## src/rtl/ssc_pkg.sv

```systemverilog
package ssc_pkg;
   typedef enum logic [1:0] {
      SSC_PRBS  = 2'b00,
      SSC_TRI   = 2'b01,
      SSC_FIXED = 2'b10,
      SSC_RSVD  = 2'b11
   } ssc_mode_e;

   localparam int unsigned LFSR_W = 7;
endpackage

```

## src/rtl/ssc_prbs_mod.sv

```systemverilog
module ssc_prbs_mod #(
   parameter int unsigned MOD_W = 4,
   parameter logic [6:0]  SEED  = 7'h4B
) (
   input  logic             clk,
   input  logic             rst_n,
   input  logic             step,
   input  logic [MOD_W-1:0] depth,
   output logic [MOD_W-1:0] offset
);
   import ssc_pkg::*;

   logic [LFSR_W-1:0] state_q;

   initial begin
      assert (MOD_W >= 1 && MOD_W <= LFSR_W) else $error("MOD_W out of range");
      assert (SEED != '0) else $error("PRBS seed must be nonzero");
   end

   always_ff @(posedge clk) begin
      if (!rst_n)    state_q <= SEED;
      else if (step) state_q <= {state_q[5:0], state_q[6] ^ state_q[5]};
   end

   generate
      if (MOD_W == LFSR_W) begin : g_full
         assign offset = state_q & depth;
      end else begin : g_slice
         assign offset = state_q[MOD_W-1:0] & depth;
      end
   endgenerate

   assert_lfsr_nonzero_R4: assert property (@(posedge clk) disable iff (!rst_n)
      state_q != '0);
   assert_lfsr_hold_R8: assert property (@(posedge clk) disable iff (!rst_n)
      !step |=> $stable(state_q));
endmodule

```

## src/rtl/ssc_tri_mod.sv

```systemverilog
module ssc_tri_mod #(
   parameter int unsigned MOD_W = 4
) (
   input  logic             clk,
   input  logic             rst_n,
   input  logic             step,
   input  logic [MOD_W-1:0] depth,
   output logic [MOD_W-1:0] offset
);
   logic [MOD_W-1:0] cnt_q;
   logic             up_q;

   initial begin
      assert (MOD_W >= 1) else $error("MOD_W must be at least 1");
   end

   always_ff @(posedge clk) begin
      if (!rst_n) begin
         cnt_q <= '0;
         up_q  <= 1'b1;
      end else if (step) begin
         if (up_q) begin
            if (cnt_q < depth) begin
               cnt_q <= cnt_q + 1'b1;
            end else begin
               up_q  <= 1'b0;
               cnt_q <= (cnt_q == '0) ? '0 : cnt_q - 1'b1;
            end
         end else begin
            if (cnt_q == '0) begin
               up_q  <= 1'b1;
               cnt_q <= (depth == '0) ? '0 : {{(MOD_W-1){1'b0}}, 1'b1};
            end else begin
               cnt_q <= cnt_q - 1'b1;
            end
         end
      end
   end

   assign offset = cnt_q;

   assert_tri_hold_R5: assert property (@(posedge clk) disable iff (!rst_n)
      !step |=> $stable(cnt_q));
endmodule

```

## src/rtl/ssc_half_div.sv

```systemverilog
module ssc_half_div #(
   parameter int unsigned DIV_W = 8
) (
   input  logic         clk,
   input  logic         rst_n,
   input  logic [DIV_W:0] next_div,
   output logic         sw_clk,
   output logic         ph2,
   output logic         period_end
);
   localparam int unsigned CNT_W = DIV_W + 1;

   logic [CNT_W-1:0] cnt_q;
   logic [CNT_W-1:0] cur_div_q;
   logic             sw_q;
   logic             ph2_q;
   logic             half_end;

   assign half_end   = (cnt_q == cur_div_q - 1'b1);
   assign period_end = half_end & sw_q;

   always_ff @(posedge clk) begin
      if (!rst_n) begin
         cnt_q     <= '0;
         cur_div_q <= {{(CNT_W-1){1'b0}}, 1'b1};
         sw_q      <= 1'b0;
         ph2_q     <= 1'b1;
      end else if (half_end) begin
         cnt_q <= '0;
         sw_q  <= ~sw_q;
         ph2_q <= ~ph2_q;
         if (sw_q) cur_div_q <= next_div;
      end else begin
         cnt_q <= cnt_q + 1'b1;
      end
   end

   assign sw_clk = sw_q;
   assign ph2    = ph2_q;

   assert_cnt_bound_R2: assert property (@(posedge clk) disable iff (!rst_n)
      cnt_q < cur_div_q);
   assert_load_at_end_R6: assert property (@(posedge clk) disable iff (!rst_n)
      !period_end |=> $stable(cur_div_q));
   assert_div_nonzero_R3: assert property (@(posedge clk) disable iff (!rst_n)
      cur_div_q != '0);
endmodule

```

## src/rtl/swclk_ssc_gen.sv

```systemverilog
module swclk_ssc_gen #(
   parameter int unsigned DIV_W     = 8,
   parameter int unsigned MOD_W     = 4,
   parameter logic [6:0]  PRBS_SEED = 7'h4B
) (
   input  logic             clk_main,
   input  logic             rst_n,
   input  logic [1:0]       mode_sel,
   input  logic [DIV_W-1:0] base_div,
   input  logic [MOD_W-1:0] depth,
   output logic             sw_clk,
   output logic             ph1,
   output logic             ph2
);
   import ssc_pkg::*;

   localparam int unsigned SUM_W = DIV_W + 1;

   logic [MOD_W-1:0] prbs_off;
   logic [MOD_W-1:0] tri_off;
   logic [MOD_W-1:0] sel_off;
   logic [SUM_W-1:0] sum;
   logic [SUM_W-1:0] next_div;
   logic             period_end;
   ssc_mode_e        mode;

   initial begin
      assert (MOD_W <= DIV_W) else $error("MOD_W must not exceed DIV_W");
   end

   assign mode = ssc_mode_e'(mode_sel);

   ssc_prbs_mod #(.MOD_W(MOD_W), .SEED(PRBS_SEED)) u_prbs (
      .clk(clk_main), .rst_n(rst_n), .step(period_end),
      .depth(depth), .offset(prbs_off)
   );

   ssc_tri_mod #(.MOD_W(MOD_W)) u_tri (
      .clk(clk_main), .rst_n(rst_n), .step(period_end),
      .depth(depth), .offset(tri_off)
   );

   always_comb begin
      unique case (mode)
         SSC_PRBS: sel_off = prbs_off;
         SSC_TRI:  sel_off = tri_off;
         default:  sel_off = '0;
      endcase
   end

   assign sum      = {1'b0, base_div} + {{(SUM_W-MOD_W){1'b0}}, sel_off};
   assign next_div = (sum == '0) ? {{(SUM_W-1){1'b0}}, 1'b1} : sum;

   ssc_half_div #(.DIV_W(DIV_W)) u_div (
      .clk(clk_main), .rst_n(rst_n), .next_div(next_div),
      .sw_clk(sw_clk), .ph2(ph2), .period_end(period_end)
   );

   assign ph1 = sw_clk;

   assert_phase_excl_R7: assert property (@(posedge clk_main) disable iff (!rst_n)
      ph1 != ph2);
   assert_fixed_no_off_R3: assert property (@(posedge clk_main) disable iff (!rst_n)
      (mode_sel[1] && base_div != '0) |-> next_div == {1'b0, base_div});
endmodule

```

## config.mk

```make
export PLATFORM = sky130hd
export DESIGN_NAME = swclk_ssc_gen
export DESIGN_NICKNAME = d
export VERILOG_FILES = /design/src/rtl/ssc_pkg.sv /design/src/rtl/ssc_prbs_mod.sv /design/src/rtl/ssc_tri_mod.sv /design/src/rtl/ssc_half_div.sv /design/src/rtl/swclk_ssc_gen.sv
export SDC_FILE = /design/constraint.sdc
export NUM_CORES = 1
export LEC_CHECK = 0
export BUFFER_PORTS_ARGS = -buffer_cell sky130_fd_sc_hd__buf_2
export CAP_MARGIN = 10
export CELL_PAD_IN_SITES_DETAIL_PLACEMENT = 1
export CELL_PAD_IN_SITES_GLOBAL_PLACEMENT = 1
export CORE_AREA = 8 8 116 65
export CTS_CLUSTER_DIAMETER = 80
export CTS_CLUSTER_SIZE = 24
export DETAILED_ROUTE_END_ITERATION = 10
export DIE_AREA = 0 0 124 73
export PLACE_DENSITY_LB_ADDON = 0.08
export SLEW_MARGIN = 30
export SYNTH_ARGS = -nofsm -noshare
export SYNTH_HDL_FRONTEND = slang
export SYNTH_HIERARCHICAL = 1
export SYNTH_SLANG_ARGS = --single-unit
```

## constraint.sdc

```tcl
create_clock -name clk_main -period 2.6 [get_ports clk_main]
set_clock_uncertainty 0.1 [all_clocks]
set_input_delay 0.39 -clock clk_main [delete_from_list [all_inputs] [get_ports clk_main]]
set_output_delay 0.39 -clock clk_main [all_outputs]
set_load 0.05 [all_outputs]
```

==> results by stage, run 1 <==
Final layout:
- The cell area after layout is just under 0.003 mm^2.
- The ratio of cells with drive above 1 in the final layout is 0.287.
- The total inserted antenna cells is 0.
- From synthesis to final layout, the design area changed by 23.7%.
- The net count of the finished layout is 344.
- Once layout is complete, the utilization of the core stands at 0.495.

Synth:
- The mean instance size in the synthesized netlist is 8.46 um^2.
- For this run, the leading register cell type out of synthesis is dfxtp_1.
- After synthesis the cells add up to approximately 0.0023 mm^2.
- The Yosys step of the flow raised 6 warnings.
- The proportion of register bits with asynchronous set or reset after synthesis is 0.
- The count of flip-flops with a built-in enable after synthesis is 0.
- The number of instances in the synthesized netlist is ~280.
- The sequential share of the synthesized area is 0.273.
- After synthesis the netlist holds a flip-flop and latch count of 32.
- The total nets after synthesis is 305.
- The netlist uses 62 different library cells.

Placement:
- The post-placement worst setup slack is -92.1 ps.
- The count of port buffers added during placement is 18.
- The routability-driven placement congestion ratio is 0.792.
- The placed wire-length estimate after detailed placement is 5.58 mm.
- Summing all placed instances gives a cell area of 0.00270 mm^2.

Floorplanning:
- In this run the horizontal extent of the chip is around 120 um.
- In this run the standard cell core region covers 0.00586 mm^2.
- Row generation in the floorplan step produced 20 rows.
- 19 I/O pins were placed.
- The die is around 73 um tall.
- The area of the die is 0.00905 mm^2.
- The initial utilization of the core area, before any placement, comes to 0.400.

Global routing:
- Entering global routing, the biggest net connects 19 pins.
- The initial antenna violation count is 0.
- The first-pass GRT wire length is 11.5 mm.
- The global router's overall resource usage is 0.165.
- The number of global-route vias before repair was 2167.
- The total overflow reported by the global router is 0.

Detailed routing:
- Summed over all layers, the routed wires come to 7.05 mm.
- In this run the remaining antenna-violating nets after routing total 0.
- The first-pass detailed-route iteration total is 4.
- The highest routed metal layer is met4.
- After detailed routing, the met3 layer carries 401 um of wire.
- For this block, the initial DRC count from the detailed router was 168.
- The length of routed wiring on met1 is just over 4 mm.
- In the routed layout, each cell is associated on average with a via count of ~5.5.
- The number of remaining DRC errors is 0.
- The routed wirelength normalized by instance count is approximately 18 um.
- The detailed router placed 2163 vias in this run.
- Wire segments on met2 add up to 2.52 mm in the final route.

CTS:
- The total CTS buffers is 5.
- The total number of clock tree sinks is 32.
- The H-tree was split into 2 levels.
- TritonCTS built the clock tree.
- The number of buffers between clock root and the deepest sink is 2.
- The cell at the root of the clock tree is clkbuf_16.
- Clock-pin slew was measured on the worst setup and hold paths at 60 ps.
- The clock insertion delay at the later pin of the skew report is 280 ps.

STA:
- The number of max-slew violations in the final report came to 0.
- The final period utilization is 0.966.
- Setup repair after global routing could not meet its margin everywhere.
- Across all hold checks on the routed design, the worst slack comes to around 350 ps.
- The total count of hold-check failures in the final report is 0.
- The pin slew with the least headroom to its limit is 517 ps.
- The number of setup violations in the final report is 0.
- After layout, the worst setup slack is a little under 90 ps.
- In this run the tightest slew margin relative to its limit is 0.653.
- Counting I/O delays and the setup requirement, the final critical path takes approximately 2500 ps.
- Based on the critical path, the design can be clocked at up to 398 MHz.

Setup path:
- The critical path data arrival time is 2620 ps.
- STA puts the critical path data required time at between 2000 and 3000 ps.
- The reg-to-reg endpoint is u_div/cur_div_q[0].
- Along the worst path, the maximum fanout reaches 3.
- The type of element launching the critical path is a flip-flop.
- The endpoint of the most critical setup path is u_div/cur_div_q[0].
- The setup slack on the worst flop-to-flop path is 90 ps.
- The worst setup path is captured at a flip-flop.
- The worst register-to-register path begins at u_prbs/state_q[0].
- The logic depth of the worst register-to-register path is 11.
- The launch point of the worst path is u_prbs/state_q[0].
- The setup path with the least slack is of type flip-flop to flip-flop.

Pwr:
- Of the total power, the share spent switching nets is 0.471.
- The net switching power figure is 1.60 mW.
- The share of power burned in combinational logic is 0.614.
- The static leakage is 1.11 nW.
- The share of total power in the clock network is 0.176.
- The share of total power dissipated in sequential elements is 0.209.
- For this design the ratio of total power to cell area is 1170 mW/mm^2.
- The design internal power is roughly 1.8 mW.
- The maximum resistive drop on vdd is 0.946 mV.

Outcome:
- The flow ran to the end, and the final reports show no timing, DRC or antenna violations.

Flow run:
- The tool flagged a number of max-cap violations equal to 0.

Hold path:
- The class of the tightest hold or removal check is primary input to flip-flop.
-- power by group through the flow --
stage               Combinational (mW)  Sequential, mW  Clock (mW)
detailed placement                1.96           0.718           0
finish                            2.09           0.710       0.599
floorplan                         1.43           0.742           0
global placement                  1.92           0.716           0
global route                      2.27           0.723       0.640
CTS                               1.98           0.709       0.618
-- final cells by class --
| class | count | area (um^2) |
|---|---|---|
| clock buffers | 7 | 143 |
| multi-input cells | 214 | 1630 |
| well taps | 77 | 96.3 |
| inverters | 16 | 62.6 |
| repair buffers | 47 | 320 |
| fillers | 695 | 2960 |
| clock inverters | 1 | 7.51 |
| flip-flops and latches | 32 | 644 |
-- state kept, by name (all words and copies together) (netlist names) --
name	count
u_div/cur_div_q	9
u_prbs/state_q	7
u_div/cnt_q	9
u_div/sw_clk	1
u_div/ph2	1
u_tri/up_q	1
u_tri/offset	4
-- cells in the mapped netlist, types with 2 or more instances --
cell       n  area, um^2
nand4b_1   3        26.3
nand4_1   14        87.6
o221ai_1   2        17.5
mux2i_1   14         140
o21a_1     3        22.5
o21ai_2    6        52.6
ha_1      11         138
or3_1      4        25.0
nor2b_1    4        25.0
nand3_1   12        60.1
buf_6      4        45.0
o21ai_0    7        35.0
buf_2      3        15.0
nor3_1     6        30.0
a31oi_1    2        12.5
o21ai_1    6        30.0
nor2_1    29         109
dfxtp_1   32         641
inv_1     15        56.3
xor2_1    10        87.6
o22ai_1    2        12.5
a21oi_1   15        75.1
xnor2_1    9        78.8
nor3b_1    3        22.5
clkbuf_1   7        26.3
and2_1     4        25.0
nand2_1   14        52.6
and3b_1    2        17.5
-- critical path: stages, from the launching register on --
cell	delay, ps
dfxtp_2	330
and2_4	130
mux2i_1	120
nor2_1	60
ha_2	180
fa_2	370
a211oi_4	320
nor3b_2	80
xor2_1	180
o41ai_2	360
nor3_2	80
o21ai_1	140
-- placed cells by master (no fill, tap or decap), types with 2 or more instances in the layout --
cell type | netlist | routed
nand4b_1 | 3 | 3
xnor2_1 | 9 | 9
o221ai_2 | 0 | 2
clkbuf_16 | 0 | 5
a31oi_1 | 2 | 2
ha_1 | 11 | 9
or3_1 | 4 | 4
inv_1 | 15 | 14
nand4_1 | 14 | 14
a21oi_1 | 15 | 15
and2_1 | 4 | 3
nor3b_2 | 1 | 2
o22ai_1 | 2 | 2
nor2_1 | 29 | 28
dfxtp_2 | 0 | 3
o21ai_2 | 6 | 6
nor3_1 | 6 | 5
and3b_1 | 2 | 2
nand2_1 | 14 | 14
xor2_1 | 10 | 10
buf_2 | 3 | 18
nand3_1 | 12 | 12
o21a_2 | 1 | 2
buf_4 | 1 | 28
o21ai_1 | 6 | 7
nor3_2 | 1 | 2
o21a_1 | 3 | 2
o21ai_0 | 7 | 6
mux2i_1 | 14 | 14
nor3b_1 | 3 | 2
nor2b_1 | 4 | 4
dfxtp_1 | 32 | 29
-- kinds of logic (layout without fill, tap and decap cells) --
logic type / count (synthesis) / count (layout) / share of synthesized area
simple gates: 101 / 101 / 0.229
xor+xnor: 19 / 19 / 0.0710
buf+inv: 31 / 71 / 0.0656
compound gates: 67 / 67 / 0.229
flops: 32 / 32 / 0.273
mux: 15 / 15 / 0.0646
fa+ha+maj: 12 / 12 / 0.0672
-- repair_timing --
item	in CTS	in global routing
hold buffers	0	0
endpoints found under the setup margin	0	16
endpoints found under the hold margin	0	0
buffers inserted	0	1
gates resized for setup	0	10
-- layer usage --
layer / vias up / track usage
li1: 1076 / -
met1: 1049 / 0.261
met2: 36 / 0.195
met3: 2 / 0.0548
met4: 0 / 0.0353
met5: - / 0
-- worst min-delay path by stage --
stage	from	end	cells after the start
after CTS	rst_n	u_prbs/state_q[1]	2
after global placement	u_div/cur_div_q[8]	u_div/cur_div_q[8]	2
after detailed placement	u_div/cur_div_q[8]	u_div/cur_div_q[8]	2
after global routing	rst_n	u_prbs/state_q[6]	2
final	rst_n	u_prbs/state_q[1]	2
after floorplan	u_prbs/state_q[1]	u_prbs/state_q[1]	2
-- stage by stage --
stage	setup TNS [ps]	std cells	power, mW
floorplan	-216	277	2.17
finish	0	394	3.40
detailed placement	-92.1	385	2.68
global placement	-19.6	385	2.64
CTS	0	393	3.31
global route	-60.4	394	3.64
(Power assumes the default switching activity.)
==> run 2, diff against run 1 <==
- REMOVE_ABC_BUFFERS: unset -> 1
==> results by stage, run 2 (synthesized netlist as in run 1, its figures left out) <==
Outcome:
- The flow ran to the end, and the final reports show no timing, DRC or antenna violations.

Floorplanning:
- The die outline width is 124 um (unchanged).
- The area of the die was 0.00905 mm^2 (unchanged).
- The floorplan die height is 73 um (unchanged).
- The count of standard-cell rows is 20 (unchanged).
- The initial core utilization was 0.400 (unchanged).
- The top-level port count is 19 (unchanged).
- The area of the core came to 0.00586 mm^2 (unchanged).

CTS:
- The number of buffers between clock root and the deepest sink is 2 (unchanged).
- The total number of clock tree sinks is 32 (unchanged).
- The clock transition at the registers of the reported paths is 50 ps (about the same).
- The CTS tree is built.
- The clock insertion delay at the later pin of the skew report is 280 ps (about the same).
- The count of H-tree levels built during CTS is 2 (unchanged).
- The tree is rooted in a clkbuf_16.
- The number of buffers inserted by hold repair at cts is 0 (unchanged).
- The total CTS buffers is 5 (unchanged).

Final layout:
- The ratio of cells with drive above 1 in the final layout is 0.372 (+0.0847).
- The area added between synthesis and finish is 37.6%.
- The utilization of the core after routing came to 0.551 (+0.0558).
- The register area is 647 um^2 (+0.39%).
- The total inserted antenna cells is 0 (unchanged).
- The number of fill cells came to 685 (-1.4%).
- The most common cell after layout, fill and taps aside is buf_4.
- The largest registers in the layout are u_div/cnt_q x9, u_div/cur_div_q x9, u_prbs/state_q x7.
- In the layout the commonest cells are 54 x buf_4, 29 x dfxtp_1, 26 x nor2_1, 18 x buf_2.
- The area of combinational cells with multiple inputs was 0.00167 mm^2 (+2.8%).
- The final cell count without fillers is 424 (+7.6%).
- The number of nets in the layout is 374 (+8.7%).

Global routing:
- The first-pass GRT wire length came to 12.2 mm (+5.3%).
- The initial antenna violation count is 0 (unchanged).
- The number of global-route vias before repair is 2270 (+4.8%).
- The global router's overall resource usage is 0.173 (+0.00867).
- The total overflow reported by the global router is 0 (unchanged).
- The pin count of the biggest net entering global routing is 19 (unchanged).

Detailed routing:
- The DRC marker count from the first detailed-route iteration was 169 (+0.60%).
- The number of nets with antenna violations after routing came to 0 (unchanged).
- The first-pass detailed-route iteration total is 4 (unchanged).
- The total wirelength of the detailed-routed design came to 7.53 mm (+6.8%).
- The routed wirelength normalized by instance count is 17.8 um (-0.75%).
- The via-per-instance ratio is 5.43 (-1.1%).
- The number of remaining DRC errors came to 0 (unchanged).
- The total via count in the routed design is 2303 (+6.5%).

STA:
- The hold slack came to 350 ps (+0.621 ps).
- The number of max-slew violations in the final report is 0 (unchanged).
- The worst relative slew slack is 0.729 (+0.0756).
- The number of setup violations in the final report was 0 (unchanged).
- The upper clock frequency limit came to 389 MHz (-2.2%).
- The final period utilization is 0.988 (+0.0220).
- The total count of hold-check failures in the final report is 0 (unchanged).
- The minimum clock period was 2570 ps (+57.3 ps).
- The pin slew with the least headroom to its limit came to 404 ps (-113 ps).
- Setup repair after global routing could not meet its margin everywhere.
- The post-layout worst setup margin is 30.3 ps (-57.3 ps).

Setup path:
- The kind of end point of the critical path is a flip-flop.
- The kind of critical path is flip-flop to flip-flop.
- The top fanout value on the critical path came to 8 (+5).
- The type of element launching the critical path is a flip-flop.
- The critical path data arrival time came to 2620 ps (about the same).
- The setup slack on the worst flop-to-flop path is 30 ps (-60 ps).
- The critical path required time is 2650 ps (-60 ps).

Placement:
- The placed wire-length estimate after detailed placement was 5.63 mm (+0.99%).
- The cell count after placement came to 408 (+6.0%).
- The post-placement worst setup slack was -189 ps (-96.6 ps).
- The routability-driven placement congestion ratio came to 0.804 (+1.5%).
- The count of port buffers added during placement is 18 (unchanged).

Pwr:
- The total power divided by cell area is 1220 mW/mm^2 (+4.5%).
- The maximum resistive drop on vdd came to 0.570 mV (-40%).
- The static leakage is 1.29 nW (+16%).

Flow run:
- The max capacitance violation total came to 0 (unchanged).

Hold path:
- The min-delay analysis places its worst path in the category primary input to flip-flop.
[run 2: changes by cell type in the layout (fill, tap and decap cells not counted), moves of 2 or more]
cell,before,now
o221ai_2,2,0
inv_2,0,2
nor2_1,28,26
mux2i_1,14,12
nor2_2,0,2
buf_4,28,54
mux2i_2,0,2
[run 2: power by group]
part,switching [mW],internal [mW],total [mW]
registers,0.0847,0.605,0.690
logic,1.46,1.14,2.60
clock network,0.209,0.450,0.659
total,1.76,2.19,3.95
[run 2: path summary, 6_finish.rpt]
kind	cells after the start	to	start
max	11	u_prbs/state_q[1]	u_div/cur_div_q[0]
min	2	u_prbs/state_q[6]	rst_n
max reg2reg	11	u_prbs/state_q[1]	u_div/cur_div_q[0]
min reg2reg	2	u_div/cur_div_q[5]	u_div/cur_div_q[5]
[run 2: final cells by class]
| type | count | share of cell area |
|---|---|---|
| Sequential cell | 32 | 0.200 |
| Timing Repair Buffer | 77 | 0.182 |
| Tap cell | 77 | 0.0299 |
| Multi-Input combinational cell | 214 | 0.518 |
| Clock inverter | 2 | 0.0109 |
| Inverter | 16 | 0.0186 |
| Clock buffer | 6 | 0.0399 |
[run 2: critical path, cell delays in order, from the launching register on]
cell and delay (ps):
dfxtp_2 330, inv_2 50, ha_4 170, o21ba_4 180, a221o_1 410, a2111oi_4 310, buf_4 190, o221ai_4 110
nor2_4 160, buf_12 150, mux2i_2 210, nand2_1 70
[run 2: stage by stage]
stage / cell area (um^2) / TNS [ps] / power, mW
3_3_place_gp: 2830 / -615 / 2.80
3_5_place_dp: 2830 / -1860 / 2.84
2_1_floorplan: 2250 / -11610 / 1.92
4_1_cts: 3120 / -26.6 / 3.78
6_report: 3230 / 0 / 3.95
5_1_grt: 3230 / -568 / 4.20
[run 2: per-layer routing]
metal | GRT usage | up-vias | routed length [um]
met1 | 0.270 | 1106 | 4160
met4 | 0.0275 | 0 | 34
met2 | 0.228 | 53 | 2870
li1 | - | 1139 | -
met3 | 0.0409 | 5 | 462
met5 | 0 | - | 0
[run 2: repair_timing]
action,in CTS,in global routing
setup buffers,3,4
cloned,1,0
endpoints found under the setup margin,13,25
resized for setup,15,21
pin swaps,5,15
